==> config.mk <==
export PLATFORM = sky130hd
export DESIGN_NAME = spi_port
export DESIGN_NICKNAME = d
export VERILOG_FILES = /design/src/rtl/spi_port.sv
export SDC_FILE = /design/constraint.sdc
export NUM_CORES = 1
export LEC_CHECK = 0
export BUFFER_PORTS_ARGS = -buffer_cell sky130_fd_sc_hd__buf_2
export CAP_MARGIN = 5
export CORE_AREA = 3 3 80 82
export CTS_BUF_LIST = sky130_fd_sc_hd__clkbuf_8
export CTS_CLUSTER_SIZE = 30
export DETAILED_ROUTE_END_ITERATION = 10
export DIE_AREA = 0 0 83 85
export GPL_TIMING_DRIVEN = 0
export PLACE_DENSITY = 0.74
export SYNTH_ARGS = -nofsm -noshare
export SYNTH_HDL_FRONTEND = slang
export SYNTH_SLANG_ARGS = --single-unit
==> constraint.sdc <==
create_clock -name clk -period 2.45 [get_ports clk]
set_clock_uncertainty 0.15 [all_clocks]
set_input_delay 0.1225 -clock clk [delete_from_list [all_inputs] [get_ports clk]]
set_output_delay 0.1225 -clock clk [all_outputs]
set_load 0.05 [all_outputs]
==> src/rtl/spi_port.sv <==
module spi_port #(
  parameter int SYNC = 2
) (
  input  logic       clk,
  input  logic       rst_n,
  input  logic       en,
  input  logic [3:0] mode,
  input  logic       cpol,
  input  logic       cke,
  input  logic       smp,
  input  logic       irq_en,
  input  logic       sleep,
  input  logic       wr_en,
  input  logic [7:0] wr_data,
  input  logic       rd_en,
  output logic [7:0] rd_data,
  input  logic       clr_irq,
  input  logic       clr_wcol,
  input  logic       clr_ovf,
  output logic       buf_full,
  output logic       irq_flag,
  output logic       wcol,
  output logic       ovf,
  output logic       wake,
  output logic       sck_o,
  input  logic       sck_i,
  input  logic       ss_n,
  input  logic       sdi,
  output logic       sdo,
  output logic       sdo_oe
);
  logic is_m, is_s, use_ss, cpha;
  logic [4:0] hp_m1, cnt, k;
  logic active, sdo_q, sck_q;
  logic [7:0] sr, rbuf, sr_nx;
  logic [2:0] bitcnt;
  logic [SYNC-1:0] sck_p, sdi_p, ss_p;
  logic sck_d, sck_s, sdi_s, ss_s;
  logic tick, m_samp, m_out, m_last;
  logic s_edge, s_lead, s_samp, s_out, s_gated;
  logic samp, outev, sbit, done, busy;

  assign is_m   = en && (mode == 4'd0 || mode == 4'd1 || mode == 4'd2);
  assign is_s   = en && (mode == 4'd4 || mode == 4'd5);
  assign use_ss = (mode == 4'd4);
  assign cpha   = ~cke;

  always_comb
    case (mode[1:0])
      2'd0:    hp_m1 = 5'd1;
      2'd1:    hp_m1 = 5'd7;
      default: hp_m1 = 5'd31;
    endcase

  always_ff @(posedge clk or negedge rst_n)
    if (!rst_n) begin
      sck_p <= '0; sdi_p <= '0; ss_p <= '1; sck_d <= 1'b0;
    end else begin
      sck_p <= {sck_p[SYNC-2:0], sck_i};
      sdi_p <= {sdi_p[SYNC-2:0], sdi};
      ss_p  <= {ss_p[SYNC-2:0], ss_n};
      sck_d <= sck_s;
    end

  assign sck_s = sck_p[SYNC-1];
  assign sdi_s = sdi_p[SYNC-1];
  assign ss_s  = ss_p[SYNC-1];
  assign s_gated = use_ss && ss_s;

  assign tick   = is_m && active && !sleep && cnt == hp_m1;
  assign m_samp = tick && (!smp ? (cpha ? k[0] : !k[0])
                                : (cpha ? (!k[0] && k >= 5'd2) : k[0]));
  assign m_out  = tick && (cpha ? (!k[0] && k < 5'd16) : k[0]);
  assign m_last = tick && (k == ((cpha && smp) ? 5'd16 : 5'd15));

  assign s_edge = is_s && (sck_s != sck_d) && !s_gated;
  assign s_lead = s_edge && (sck_s != cpol);
  assign s_samp = cpha ? (s_edge && !s_lead) : s_lead;
  assign s_out  = cpha ? s_lead : (s_edge && !s_lead);

  assign samp  = m_samp || s_samp;
  assign outev = m_out || s_out;
  assign sbit  = is_m ? sdi : sdi_s;
  assign sr_nx = samp ? {sr[6:0], sbit} : sr;
  assign done  = m_last || (s_samp && bitcnt == 3'd7);
  assign busy  = is_m ? active : (bitcnt != 3'd0);

  always_ff @(posedge clk or negedge rst_n)
    if (!rst_n) begin
      active <= 1'b0; cnt <= '0; k <= '0; sr <= '0; rbuf <= '0;
      sdo_q <= 1'b0; sck_q <= 1'b0; bitcnt <= '0;
      buf_full <= 1'b0; irq_flag <= 1'b0; wcol <= 1'b0; ovf <= 1'b0;
    end else if (!en) begin
      active <= 1'b0; cnt <= '0; k <= '0; sr <= '0; rbuf <= '0;
      sdo_q <= 1'b0; sck_q <= cpol; bitcnt <= '0;
      buf_full <= 1'b0; irq_flag <= 1'b0; wcol <= 1'b0; ovf <= 1'b0;
    end else begin
      if (clr_irq)  irq_flag <= 1'b0;
      if (clr_wcol) wcol <= 1'b0;
      if (clr_ovf)  ovf <= 1'b0;
      if (!active) sck_q <= cpol;
      if (wr_en) begin
        if (busy) wcol <= 1'b1;
        else begin
          sr <= wr_data;
          sdo_q <= wr_data[7];
          if (is_m) begin active <= 1'b1; k <= '0; cnt <= '0; end
        end
      end
      if (is_m && active && !sleep) cnt <= (cnt == hp_m1) ? 5'd0 : cnt + 5'd1;
      if (tick) begin
        k <= k + 5'd1;
        if (k < 5'd16) sck_q <= ~sck_q;
      end
      if (samp) sr <= sr_nx;
      if (outev) sdo_q <= samp ? sr[6] : sr[7];
      if (s_samp) bitcnt <= bitcnt + 3'd1;
      if (is_s && s_gated) bitcnt <= '0;
      if (done) begin
        irq_flag <= 1'b1;
        if (buf_full && !rd_en) ovf <= 1'b1;
        else begin rbuf <= sr_nx; buf_full <= 1'b1; end
        if (is_m) active <= 1'b0;
      end else if (rd_en) buf_full <= 1'b0;
    end

  assign rd_data = rbuf;
  assign sck_o   = sck_q;
  assign sdo     = sdo_q;
  assign sdo_oe  = is_m || (is_s && !s_gated);
  assign wake    = irq_flag && irq_en;

  assert_sck_idle_R1: assert property (@(posedge clk) disable iff (!rst_n || !en)
    (is_m && !active && !$past(active)) |-> sck_o == cpol);
  assert_freeze_R5: assert property (@(posedge clk) disable iff (!rst_n || !en)
    (is_m && active && sleep) |=> $stable(sck_o) && $stable(sr));
  assert_ss_clears_R7: assert property (@(posedge clk) disable iff (!rst_n || !en)
    (is_s && s_gated) |=> bitcnt == 3'd0);
  assert_read_clears_R8: assert property (@(posedge clk) disable iff (!rst_n || !en)
    (rd_en && !done) |=> !buf_full);
  assert_wcol_R9: assert property (@(posedge clk) disable iff (!rst_n || !en)
    (wr_en && busy) |=> wcol);
  assert_no_overwrite_R10: assert property (@(posedge clk) disable iff (!rst_n || !en)
    (done && buf_full && !rd_en) |=> $stable(rd_data) && ovf);
endmodule

==> Word level (Yosys, flattened, before mapping) <==
Index checks and enable logic that the tools add are counted.
Widths: inputs -> output; s select.
{ "totals": {"elab_cells": 150, "inputBits": 28, "output_inout_bits": 16, "regBits": 43} }
{ "op_classes": {"n_reduce_logical": 42, "n_lt_le_gt_ge": 2, "bitwise": 2, "n_addsub": 3, "muxes": 59, "eq_ne": 26} }
{ "ops": {"columns": ["cell", "count"], "rows": [
  ["$mux 8", 8],
  ["$mux 5", 9],
  ["$mux 1", 38],
  ["$ne 3x1->1 const B", 9],
  ["$logic_and 1x1->1", 21],
  ["$ne 3x3->1 const B", 4],
  ["$add 5x1->5 const B", 2],
  ["$eq 5x5->1", 2],
  ["$pmux 5 s2", 1],
  ["$mux 3", 3],
  ["$eq 4x3->1 const B", 2],
  ["$reduce_and 2->1", 4],
  ["$logic_or 1x1->1", 7],
  ["$reduce_and 3->1", 2],
  ["$ge 5x2->1 const B", 1],
  ["$logic_not 1->1", 5],
  ["$lt 5x5->1 const B", 1],
  ["$eq 4x1->1 const B", 1],
  ["$eq 4x2->1 const B", 1],
  ["$logic_not 4->1", 1],
  ["$add 3x1->3 const B", 1],
  ["$eq 3x3->1 const B", 1],
  ["$ne 3x2->1 const B", 1],
  ["$reduce_bool 3->1", 1],
  ["other kinds (6)", 8]
]} }

==> Logic depth before layout (Yosys ltp) <==
Gate-level depths: netlist of the first run.
{ "depth": {"word_depth": 14, "depth_mapped": 8, "depth_no_buf": 7} }

==> Least setup slack after synthesis of the first run <==
OpenSTA, ideal clock, no wires.
{ "synth_timing": {"path_type": "reg-to-reg", "startpoint": "register k[0]", "endpoint": "register sr[1]", "n_path_buf": 1, "period_less_slack_ps": 2136, "arrival_time_ps": 1860, "stages_incl_launch_ff": 8, "required_ps": 2174, "setup_time_ps": 126, "slack_ps": 314, "path_cell_list": "dfrtp_1 -> buf_2 -> inv_1 -> ha_1 -> o311ai_4 -> a211o_1 -> nand2_1 -> a221o_1"} }
{ "synth_between": {"elab_chain_cells": 9, "word_cells_on_any_way": 14, "classes_between": "order compare: 1; eq/ne: 2; mux: 6; reduce/logical: 5"} }
{ "synth_lines": {"columns": ["item", "line", "rtl"], "rows": [
  ["start: declaration", "33", "logic [4:0] hp_m1, cnt, k;"],
  ["start signal: assignment", "112", "k <= k + 5'd1;"],
  ["$ge 5x2->1 / $logic_not 1->1 (equally long branches)", "72, 71", null],
  ["$logic_and 1x1->1", "72", ": (cpha ? (!k[0] && k >= 5'd2) : k[0]));"],
  ["$mux 1", "72", null],
  ["$mux 1 *", "71", "assign m_samp = tick && (!smp ? (cpha ? k[0] : !k[0])"],
  ["$logic_and 1x1->1 *", "71", null],
  ["$logic_or 1x1->1 *", "81", "assign samp = m_samp || s_samp;"],
  ["$mux 8", "84", "assign sr_nx = samp ? {sr[6:0], sbit} : sr;"],
  ["$mux 8", "115", "if (samp) sr <= sr_nx;"],
  ["$mux 8", "93", "end else if (!en) begin"],
  ["end signal: assignment", "105", "sr <= wr_data;"],
  ["end signal: assignment", "115", null],
  ["end: declaration", "35", "logic [7:0] sr, rbuf, sr_nx;"]
]} }
Every way passes the cells marked *; elsewhere a longest branch is shown, timed or not.
A chain may end at the register's enable or synchronous reset.

==> Final worst setup path of the first run <==
{ "layout_timing": {"startpoint": "register sck_p[1]", "endpoint": "register sr[2]"} }
{ "layout_between": {"elab_chain_cells": 11, "word_cells_on_any_way": 15, "classes_between": "eq/ne: 4; mux: 4; reduce/logical: 7"} }
{ "layout_lines": {"columns": ["item", "line", "rtl"], "rows": [
  ["start: declaration", "37", "logic [SYNC-1:0] sck_p, sdi_p, ss_p;"],
  ["start signal: assignment", "59", "sck_p <= {sck_p[SYNC-2:0], sck_i};"],
  ["$ne 1x1->1", "76", "assign s_edge = is_s && (sck_s != sck_d) && !s_gated;"],
  ["$logic_and 1x1->1 (2 in a row)", "76", null],
  ["$logic_and 1x1->1", "77", "assign s_lead = s_edge && (sck_s != cpol);"],
  ["$logic_not 1->1", "78", "assign s_samp = cpha ? (s_edge && !s_lead) : s_lead;"],
  ["$logic_and 1x1->1", "78", null],
  ["$mux 1 *", "78", null],
  ["$logic_or 1x1->1 *", "81", null],
  ["$mux 8", "84", null],
  ["$mux 8", "115", null],
  ["$mux 8", "93", null]
]} }
Marks and branches as above.

==> out/metrics.yaml, run 1 <==
yosys:
  syn_avg_cell_area_um2: 9.62
  synth_area_um2: 2570
  yosys_warnings: 0
  ys_types: 59
  synthCells: 267
  ys_seq_area_share_pct: 42.0
  synth_edf_count: 0
  synthArstFlopShare_pct: 100
  synth_area_leader_cell: "dfrtp_1"
  synthesis.nets: 301
  synth_top_area_share_pct: 40.0
  ys.flop_type: "dfrtp_1"
  synth_area_leaders: "dfrtp_1, nand2_1, mux2i_1, a21oi_1, ha_1"
  ys_ff_latch: 43
clocking:
  cts_root_buffer: "clkbuf_8"
  clock-sinks: 43
  htreeDepth: 2
  cts_inserted_buffers: 5
  tritoncts: "yes"
  clockBufferDepth: 2
  clock_latency_ns: 0.30
  clkTransAtPathRegs_ns: 0.08
timing:
  fmaxAchievable_mhz: 429
  min_period_over_period_pct: 95.1
  setup_violations: 0
  tightest_slew_ns: 0.968
  drv_slew: 0
  hold_viol: 0
  final.setup.tns_ns: 0
  relSlewSlack_pct: 35.5
  period_needed_ns: 2.33
  rsz0062_at_grt: "no"
  holdWs_ns: 0.00161
pwr:
  total_power_w: 0.00137
  p_per_area_nw_per_um2: 449
  p_leak_nw: 1.35
  combPwrFrac_pct: 13.7
  power_frac_clock_pct: 32.0
  p_int_w: 0.000993
  vdd_drop_max_mv: 0.271
  seq_power_share_pct: 54.3
  swShare_pct: 27.4
  p_sw_w: 0.000375
cells_and_area:
  layout_commonest_cell: "buf_2"
  fin_area_um2: 3050
  final_nets: 359
  fin_cells: 401
  layout_common_cells: "buf_2, dfrtp_1, nand2_1"
  diodes: 0
  final-seq-area_um2: 1080
  nFillCells: 557
  drive_above_1_share_pct: 23.6
  area_growth_pct: 18.7
  multi_input_area_um2: 1390
route:
  first_pass_iters: 5
  dr.first_iter.drc_count: 305
  wl_per_cell_um: 16.2
  ant_nets: 0
  post_drt_via_cell_ratio: 5.77
  drc: 0
  drt_wl_total_mm: 6.51
  vias: 2314
placed_design:
  dp_hpwl_mm: 4.72
  post_dp_cell_area_um2: 2880
  dpl.cell_count: 385
  gp_routability_congestion: 0.840
  io_buffers: 43
global_routing:
  grt_max_degree: 44
  antenna_found_initial: 0
  grt_overflow: 0
  grt_pass1_vias: 2213
  grtUsageTotal_pct: 18.6
  grt_pass1_wl_mm: 10.7
worst_hold_path:
  worstHoldPathType: "in -> reg"
worst_setup_path:
  critPathKind: "reg -> reg"
  endpoint_kind: "flip-flop"
  r2r_cells: 6
  reg2reg_to: "sr[2]"
  crit_start: "sck_p[1]"
  critPathLaunchType: "flip-flop"
  critPathArrivalTime_ns: 2.36
  worst-path-max-fanout: 10
  critPathRequiredTime_ns: 2.48
  crit-reg2reg-launch: "sck_p[1]"
  endpoint: "sr[2]"
  rrSetupSlack_ns: 0.12
floorplan:
  die_y_um: 85
  core_um2: 5820
  die_x_um: 83
  rows: 28
  start_util_pct: 44.1
  die_area_um2: 7060
  ioPinCount: 44
run:
  maxCapViolations: 0
run_status:
  outcome: "finished clean"
[metrics by stage]
stage / utilization (%) / setup WS, ns
final: 52.4 / 0.120
after global routing: 52.4 / 0.0124
after CTS: 52.1 / 0.0410
after detailed placement: 49.5 / 0.0275
after global placement: 49.5 / 0.0414
after floorplan: - / 0.314
[worst max-delay path, cell delays in order, from the launching register on]
cell      delay (ns)
dfrtp_1         0.41
nand2b_1        0.19
mux2i_2         0.51
nand2_1         0.30
and3_1          0.23
buf_6           0.13
a221o_1         0.29
[logic make-up (layout without fill, tap and decap cells)]
| group | after synthesis | after routing | synth area share [%] |
|---|---|---|---|
| AND/OR/NAND/NOR | 99 | 99 | 20.6 |
| AO/OA/AOI/OAI | 73 | 73 | 21.9 |
| flip-flops | 43 | 43 | 42.0 |
| buffers and inverters | 26 | 85 | 4.43 |
| multiplexers | 14 | 14 | 5.80 |
| adder cells (fa/ha/maj) | 6 | 6 | 2.92 |
| XOR/XNOR | 6 | 6 | 2.34 |
[cell usage after synthesis (2+ instances only)]
library cell	count
nor2b_1	5
clkbuf_1	4
a211oi_1	7
xnor2_1	2
dfstp_2	2
o221ai_1	3
dfrtp_1	41
and2_1	5
nand3_1	10
inv_1	14
mux2i_1	9
nand3b_1	2
nor3b_1	3
nor3_1	11
o21ai_0	11
nor4_1	6
mux2_2	4
and3_1	5
nand2b_1	5
a21oi_1	15
nand2_1	33
o22ai_1	2
a221o_1	6
o21a_1	2
xor2_1	3
nand4_1	3
a2111oi_0	6
nor2_1	5
buf_2	7
a21o_1	2
ha_1	6
[power by group through the flow]
stage | clock network (W) | registers [W] | logic, W
global route | 0.000484 | 0.000745 | 0.000208
floorplan | 0 | 0.000761 | 0.0000969
CTS | 0.000447 | 0.000743 | 0.000187
detailed placement | 0 | 0.000757 | 0.000179
global placement | 0 | 0.000756 | 0.000174
finish | 0.000438 | 0.000743 | 0.000188
[worst min path at each step]
stage | startpoint | to | slack [ns] | cells after the start
after floorplan | rst_n | active | -0.32 | 0
after global placement | ss_n | ss_p[0] | 0.08 | 1
after detailed placement | ss_n | ss_p[0] | 0.08 | 1
after CTS | cpol | sck_o | 0.006 | 3
after global routing | cpol | sck_o | 0.02 | 3
final | cpol | sck_o | 0.002 | 3
[repair_timing]
action | 4_1_cts | 5_1_grt
resized for setup | 0 | 2
pin swaps | 1 | 1
hold buffers | 7 | 0
hold endpoints to repair | 47 | 0
buffers inserted | 0 | 1
setup endpoints to repair | 1 | 12
[registers in the layout, summed over array words and instances, names as in the netlist]
name,count
sck_o,1
buf_full,1
active,1
wcol,1
ss_p,2
sdo,1
sdi_p,2
sck_p,2
sck_d,1
rd_data,8
sr,8
bitcnt,3
ovf,1
irq_flag,1
k,5
cnt,5
[area by class of cell]
cell class | count | share of cell area, %
Clock inverter | 3 | 0.411
Timing Repair Buffer | 51 | 9.61
Inverter | 14 | 1.72
Buffer | 12 | 2.01
Clock buffer | 5 | 2.26
Sequential cell | 43 | 35.4
Multi-Input combinational cell | 198 | 45.5
Tap cell | 75 | 3.08
[per-layer routing]
metal | global-route usage (%) | up-vias | wire (µm)
met1 | 26.3 | 1103 | 3060
met4 | 5.35 | 0 | 93
met2 | 29.3 | 93 | 2950
met5 | 0 | - | 0
met3 | 3.69 | 12 | 413
li1 | - | 1106 | -
Power figures use the tool's default switching activity.
==> run 2: changes to the inputs <==
--- a/config.mk
+++ b/config.mk
@@ -7,13 +7,13 @@
 export LEC_CHECK = 0
 export BUFFER_PORTS_ARGS = -buffer_cell sky130_fd_sc_hd__buf_2
 export CAP_MARGIN = 5
-export CORE_AREA = 3 3 80 82
+export CORE_AREA = 3 3 97 99
 export CTS_BUF_LIST = sky130_fd_sc_hd__clkbuf_8
 export CTS_CLUSTER_SIZE = 30
 export DETAILED_ROUTE_END_ITERATION = 10
-export DIE_AREA = 0 0 83 85
+export DIE_AREA = 0 0 100 102
 export GPL_TIMING_DRIVEN = 0
-export PLACE_DENSITY = 0.74
+export PLACE_DENSITY = 0.56
 export SYNTH_ARGS = -nofsm -noshare
 export SYNTH_HDL_FRONTEND = slang
 export SYNTH_SLANG_ARGS = --single-unit
==> out/metrics.yaml, run 2 (synthesis gave the netlist of run 1 again) <==
clocking:
  clock-sinks: 43  # unchanged
  tritoncts: "yes"
  clkTransAtPathRegs_ns: 0.08  # about the same
  cts_root_buffer: "clkbuf_8"
  clockBufferDepth: 2  # unchanged
  htreeDepth: 2  # unchanged
  cts_inserted_buffers: 5  # unchanged
  clock_latency_ns: 0.30  # about the same
global_routing:
  antenna_found_initial: 0  # unchanged
  grt_overflow: 0  # unchanged
  grt_pass1_wl_mm: 10.9  # +1.9%
  grtUsageTotal_pct: 13.6  # -5.0 points
  grt_pass1_vias: 2101  # -5.1%
  grt_max_degree: 44  # unchanged
timing:
  relSlewSlack_pct: 34.7  # -0.77 points
  drv_slew: 0  # unchanged
  tightest_slew_ns: 0.979  # +0.0116 ns
  holdWs_ns: 0.0303  # +0.0287 ns
  period_needed_ns: 2.35  # +0.0235 ns
  setup_violations: 0  # unchanged
  hold_viol: 0  # unchanged
  min_period_over_period_pct: 96.1  # +0.96 points
  fmaxAchievable_mhz: 425  # -1.0%
route:
  drc: 0  # unchanged
  post_drt_via_cell_ratio: 5.24  # -9.2%
  drt_wl_total_mm: 6.75  # +3.6%
  ant_nets: 0  # unchanged
  first_pass_iters: 4  # -1
  wl_per_cell_um: 15.4  # -5.1%
  dr.first_iter.drc_count: 93  # -70%
  vias: 2296  # -0.78%
worst_setup_path:
  critPathArrivalTime_ns: 2.37  # about the same
  crit_path_max_incr_delay_ns: 0.39  # -0.12 ns
  crit_path_top_delay_cell: "dfrtp_1"
  endpoint_kind: "flip-flop"
  crit_chain: "buf_2 -> inv_1 -> ha_1 -> o311ai_4 -> a211o_1 -> buf_4 -> a211oi_1 -> mux2i_1"
  crit-reg2reg-launch: "k[0]"
  critPathRequiredTime_ns: 2.46  # -0.02 ns
  crit_start: "k[0]"
  critPathLaunchType: "flip-flop"
  worst-path-max-fanout: 10  # unchanged
  critPathKind: "reg -> reg"
floorplan:
  rows: 34  # +21%
  core_um2: 8640  # +48%
  die_area_um2: 10200  # +45%
  start_util_pct: 29.7  # -14 points
  die_y_um: 102  # +20%
  ioPinCount: 44  # unchanged
  die_x_um: 100  # +20%
cells_and_area:
  fin_area_um2: 3130  # +2.7%
  drive_above_1_share_pct: 24.8  # +1.2 points
  diodes: 0  # unchanged
  layout_common_cells: "buf_2, dfrtp_1, nand2_1"
  final_nets: 363  # +1.1%
  area_growth_pct: 21.9
  layout_commonest_cell: "buf_2"
  nFillCells: 919  # +65%
placed_design:
  io_buffers: 43  # unchanged
  gp_routability_congestion: 0.785  # -6.5%
  post_dp_cell_area_um2: 2920  # +1.4%
  dp_hpwl_mm: 4.88  # +3.4%
pwr:
  vdd_drop_max_mv: 0.226  # -17%
  p_leak_nw: 1.37  # +1.4%
  p_per_area_nw_per_um2: 449  # -0.12%
run:
  maxCapViolations: 0  # unchanged
worst_hold_path:
  worstHoldPathType: "in -> reg"
  hp-start: "rd_en"
run_status:
  outcome: "finished clean"
run 2: report_power, final:
group          switching (W)  internal [W]  total, W
sequential         0.0000139      0.000729  0.000743
combinational       0.000117     0.0000728  0.000189
clock               0.000248      0.000224  0.000471
total               0.000378       0.00103   0.00140
run 2: through the flow:
stage | util, % | setup TNS, ns | std cells | power [W] | setup WS, ns
detailed placement | 33.8 | 0 | 418 | 0.000937 | 0.0216
floorplan | - | 0 | 267 | 0.000858 | 0.314
finish | 36.2 | 0 | 438 | 0.00140 | 0.0966
global route | 36.2 | -0.00427 | 438 | 0.00148 | -0.00427
CTS | 35.8 | 0 | 434 | 0.00143 | 0.0370
global placement | 33.8 | 0 | 418 | 0.000936 | 0.0121
run 2: repair_timing:
action,CTS,global route
endpoints found under the hold margin,48,0
setup endpoints to repair,6,12
hold buffers,8,0
resized for setup,0,5
setup buffers,0,4
pin swaps,1,2
run 2: worst paths after layout:
check                        endpoint  slack [ns]  depth (start not counted)
setup / recovery           rd_data[7]         0.1                          8
max in group asynchronous       sr[5]        1.17                          2
min in group asynchronous        k[0]        0.37                          2
hold reg to reg               ss_p[1]        0.21                          0
hold / removal               buf_full        0.03                          3
setup reg to reg           rd_data[7]         0.1                          8
run 2: cell type report:
cell class | instances | area (µm²) | share of cell area (%)
multi-input cells | 198 | 1380 | 44.2
flip-flops and latches | 43 | 1080 | 34.5
plain buffers | 12 | 63.8 | 2.04
well taps | 108 | 135 | 4.32
inverters | 14 | 52.6 | 1.68
repair buffers | 55 | 325 | 10.4
clock buffers | 6 | 82.6 | 2.64
clock inverters | 2 | 8.76 | 0.280
run 2: routing by layer:
metal	global-route usage (%)	up-vias	part of all wire, %
li1	-	1119	-
met1	20.4	1107	50
met2	19.9	63	43
met3	2.80	7	5.9
met4	3.73	0	0.90
met5	0	-	0
run 2: worst max-delay path: cells and delay by family, from the launching register on:
kind | cells | cell delay, ns
AOI/OAI and AO/OA | 3 | 0.85
adders and majority gates | 1 | 0.21
buffers and inverters | 3 | 0.49
DFF | 1 | 0.39
muxes | 1 | 0.13
==> run 3: changes to the inputs <==
==> config.mk (replaced) <==
export PLATFORM = sky130hd
export DESIGN_NAME = spi_port
export DESIGN_NICKNAME = d
export VERILOG_FILES = /design/src/rtl/spi_port.sv
export SDC_FILE = /design/constraint.sdc
export NUM_CORES = 1
export LEC_CHECK = 0
export ABC_AREA = 1
export BUFFER_PORTS_ARGS = -buffer_cell sky130_fd_sc_hd__buf_2
export CAP_MARGIN = 5
export CORE_AREA = 3 3 70 72
export CTS_BUF_LIST = sky130_fd_sc_hd__clkbuf_8
export CTS_CLUSTER_SIZE = 30
export DETAILED_ROUTE_END_ITERATION = 10
export DIE_AREA = 0 0 73 75
export GPL_TIMING_DRIVEN = 0
export PLACE_DENSITY = 0.89
export SYNTH_ARGS = -nofsm -noshare
export SYNTH_HDL_FRONTEND = slang
export SYNTH_SLANG_ARGS = --single-unit
==> out/metrics.yaml, run 3 <==
run_status:
  outcome: "finished clean"
timing:
  setup_violations: 0  # unchanged
  drv_slew: 0  # unchanged
  hold_viol: 0  # unchanged
  relSlewSlack_pct: 35.2  # +0.47 points
  final.setup.tns_ns: 0  # unchanged
  rsz0062_at_grt: "no"
  period_needed_ns: 2.07  # -0.284 ns
  holdWs_ns: 0.00924  # -0.0210 ns
  fmaxAchievable_mhz: 483  # +14%
  tightest_slew_ns: 0.972  # -0.00706 ns
  min_period_over_period_pct: 84.5  # -12 points
yosys:
  synthArstFlopShare_pct: 100  # unchanged
  synthTopCellsByCount: "nand2_1, nand3_1, dfrtp_1"
  synth_top_area_share_pct: 41.6  # +1.7 points
  yosys.area_share.simple_pct: 33.9  # +13 points
  ys.flop_type: "dfrtp_1"
  syn_avg_cell_area_um2: 7.75  # -19%
  synthCells: 318  # +19%
  synth_xor_area_share_pct: 0.711  # -1.6 points
  yosysMostFrequentCell: "nand2_1"
  ys_ff_latch: 43  # unchanged
  synth_area_leaders: "dfrtp_1, nand2_1, nand3_1, inv_1, ha_1"
  ys_types: 39  # -34%
  synth-compound-area-share_pct: 9.75  # -12 points
  synth_top_family_by_area: "simple AND/OR/NAND/NOR gates"
  synth_area_leader_cell: "dfrtp_1"
  yosys_warnings: 0  # unchanged
  synth.area.mux_share_pct: 0.406  # -5.4 points
  synth_edf_count: 0  # unchanged
  synth_area_um2: 2460  # -4.0%
  synthesis.nets: 352  # +17%
  synth_adder_area_share_pct: 3.05  # +0.12 points
  ys_seq_area_share_pct: 43.8  # +1.8 points
floorplan:
  start_util_pct: 56.6  # +27 points
  die_x_um: 73  # -27%
  die_y_um: 75  # -26%
  core_um2: 4350  # -50%
  die_area_um2: 5480  # -46%
  ioPinCount: 44  # unchanged
  rows: 24  # -29%
route:
  dr.first_iter.drc_count: 205  # +120%
  drt_wl_total_mm: 5.91  # -12%
  wl_per_cell_um: 13.8  # -11%
  drc: 0  # unchanged
  first_pass_iters: 5  # +1
  ant_nets: 0  # unchanged
  post_drt_via_cell_ratio: 5.49  # +4.7%
  vias: 2354  # +2.5%
pwr:
  p_per_area_nw_per_um2: 567  # +26%
  p_int_w: 0.00116  # +13%
  swShare_pct: 30.2  # +3.2 points
  p_leak_nw: 1.56  # +13%
  combPwrFrac_pct: 20.6  # +7.1 points
  power_frac_clock_pct: 32.6  # -1.0 points
  seq_power_share_pct: 46.9  # -6.0 points
  vdd_drop_max_mv: 0.579  # +160%
  p_sw_w: 0.000502  # +33%
worst_hold_path:
  worstHoldPathType: "in -> reg"
  whs_path_depth: 4  # +1
  hp-start: "wr_data[6]"
  min_to: "sr[6]"
cells_and_area:
  layout_common_cells: "nand2_1, nand3_1, buf_2"
  drive_above_1_share_pct: 20.2  # -4.7 points
  layout_commonest_cell: "nand2_1"
  fin_area_um2: 2940  # -6.1%
  diodes: 0  # unchanged
  area_growth_pct: 19.3
  final_nets: 410  # +13%
  nFillCells: 358  # -61%
  fin_util_pct: 67.5  # +31 points
clocking:
  post_cts_buffers: 0  # unchanged
  clock-sinks: 43  # unchanged
  clkTransAtPathRegs_ns: 0.09  # about the same
  cts_inserted_buffers: 5  # unchanged
  htreeDepth: 2  # unchanged
  cts_resized: 0  # unchanged
  cts_root_buffer: "clkbuf_8"
  clockBufferDepth: 2  # unchanged
  clock_latency_ns: 0.29  # about the same
  tritoncts: "yes"
placed_design:
  io_buffers: 42  # -2.3%
  post_dp_cell_area_um2: 2740  # -6.1%
  dp_hpwl_mm: 4.28  # -12%
  gp_routability_congestion: 0.907  # +16%
worst_setup_path:
  critPathKind: "reg -> reg"
  endpoint_kind: "flip-flop"
  critPathLaunchType: "flip-flop"
  r2r_cells: 12  # +4
  reg2reg_to: "sr[3]"
  critPathArrivalTime_ns: 2.10  # -0.27 ns
  worst-path-max-fanout: 10  # unchanged
  critPathRequiredTime_ns: 2.48  # +0.02 ns
  crit-reg2reg-launch: "k[0]"
  rrSetupSlack_ns: 0.38  # +0.28 ns
run:
  maxCapViolations: 0  # unchanged
global_routing:
  grt_overflow: 0  # unchanged
  grt_max_degree: 44  # unchanged
  grt_pass1_wl_mm: 9.85  # -9.5%
  antenna_found_initial: 0  # unchanged
  grt_pass1_vias: 2270  # +8.0%
  grtUsageTotal_pct: 22.9  # +9.3 points
## run 3: power by group through the flow
stage / Clock, W / Sequential, W / Combinational, W
after CTS: 0.000549 / 0.000780 / 0.000341
after detailed placement: 0 / 0.000794 / 0.000327
after global placement: 0 / 0.000792 / 0.000316
after global routing: 0.000579 / 0.000786 / 0.000377
after floorplan: 0 / 0.000854 / 0.000161
final: 0.000542 / 0.000781 / 0.000342
## run 3: cell families (layout without fill, tap and decap cells)
group / after synthesis / in the layout
mux: 1 / 1
xor+xnor: 2 / 2
buf+inv: 48 / 107
compound gates: 42 / 42
simple gates: 176 / 176
fa+ha+maj: 6 / 6
flops: 43 / 43
## run 3: timing repair
action	CTS	global route
setup endpoints to repair	0	0
hold endpoints to repair	48	0
hold buffers	9	0
## run 3: routing by layer
layer / vias up / track usage, % / share of wire [%]
li1: 1157 / - / -
met1: 1097 / 29.9 / 44
met2: 85 / 38.7 / 49
met3: 15 / 3.34 / 5.6
met4: 0 / 8.40 / 1.8
met5: - / 0 / 0
## run 3: how the worst max path moves through the flow
| stage | start | end | depth (start not counted) |
|---|---|---|---|
| 6_report | k[0] | sr[3] | 12 |
| 3_3_place_gp | k[0] | sr[5] | 12 |
| 5_1_grt | k[0] | sr[4] | 12 |
| 4_1_cts | k[0] | sr[3] | 12 |
| 3_5_place_dp | k[0] | sr[3] | 12 |
| 2_1_floorplan | k[0] | sr[2] | 12 |
## run 3: worst max-delay path: stages (launching register included)
cell     delay, ns
dfrtp_1       0.42
inv_1         0.12
ha_1          0.21
nor2_1        0.08
nand3_1       0.09
nand3_1       0.09
nand2_1       0.09
nand3_4       0.13
nand2_4       0.08
buf_6         0.14
or2_1         0.20
nand3_1       0.09
nand2_1       0.06
## run 3: cell type report
type	instances	area (µm²)	area share [%]
repair buffers	51	300	10.2
clock inverters	3	41.3	1.40
multi-input cells	227	1180	40.1
well taps	52	65.1	2.21
inverters	40	150	5.11
clock buffers	5	68.8	2.34
flip-flops and latches	43	1080	36.7
plain buffers	8	57.6	1.96
## run 3: stage by stage
step                      setup WS, ns  cells  total power, W
final                            0.381    429         0.00167
after global routing             0.245    429         0.00174
after CTS                        0.384    429         0.00167
after detailed placement         0.420    412         0.00112
after global placement           0.463    412         0.00111
after floorplan                  0.625    318         0.00102
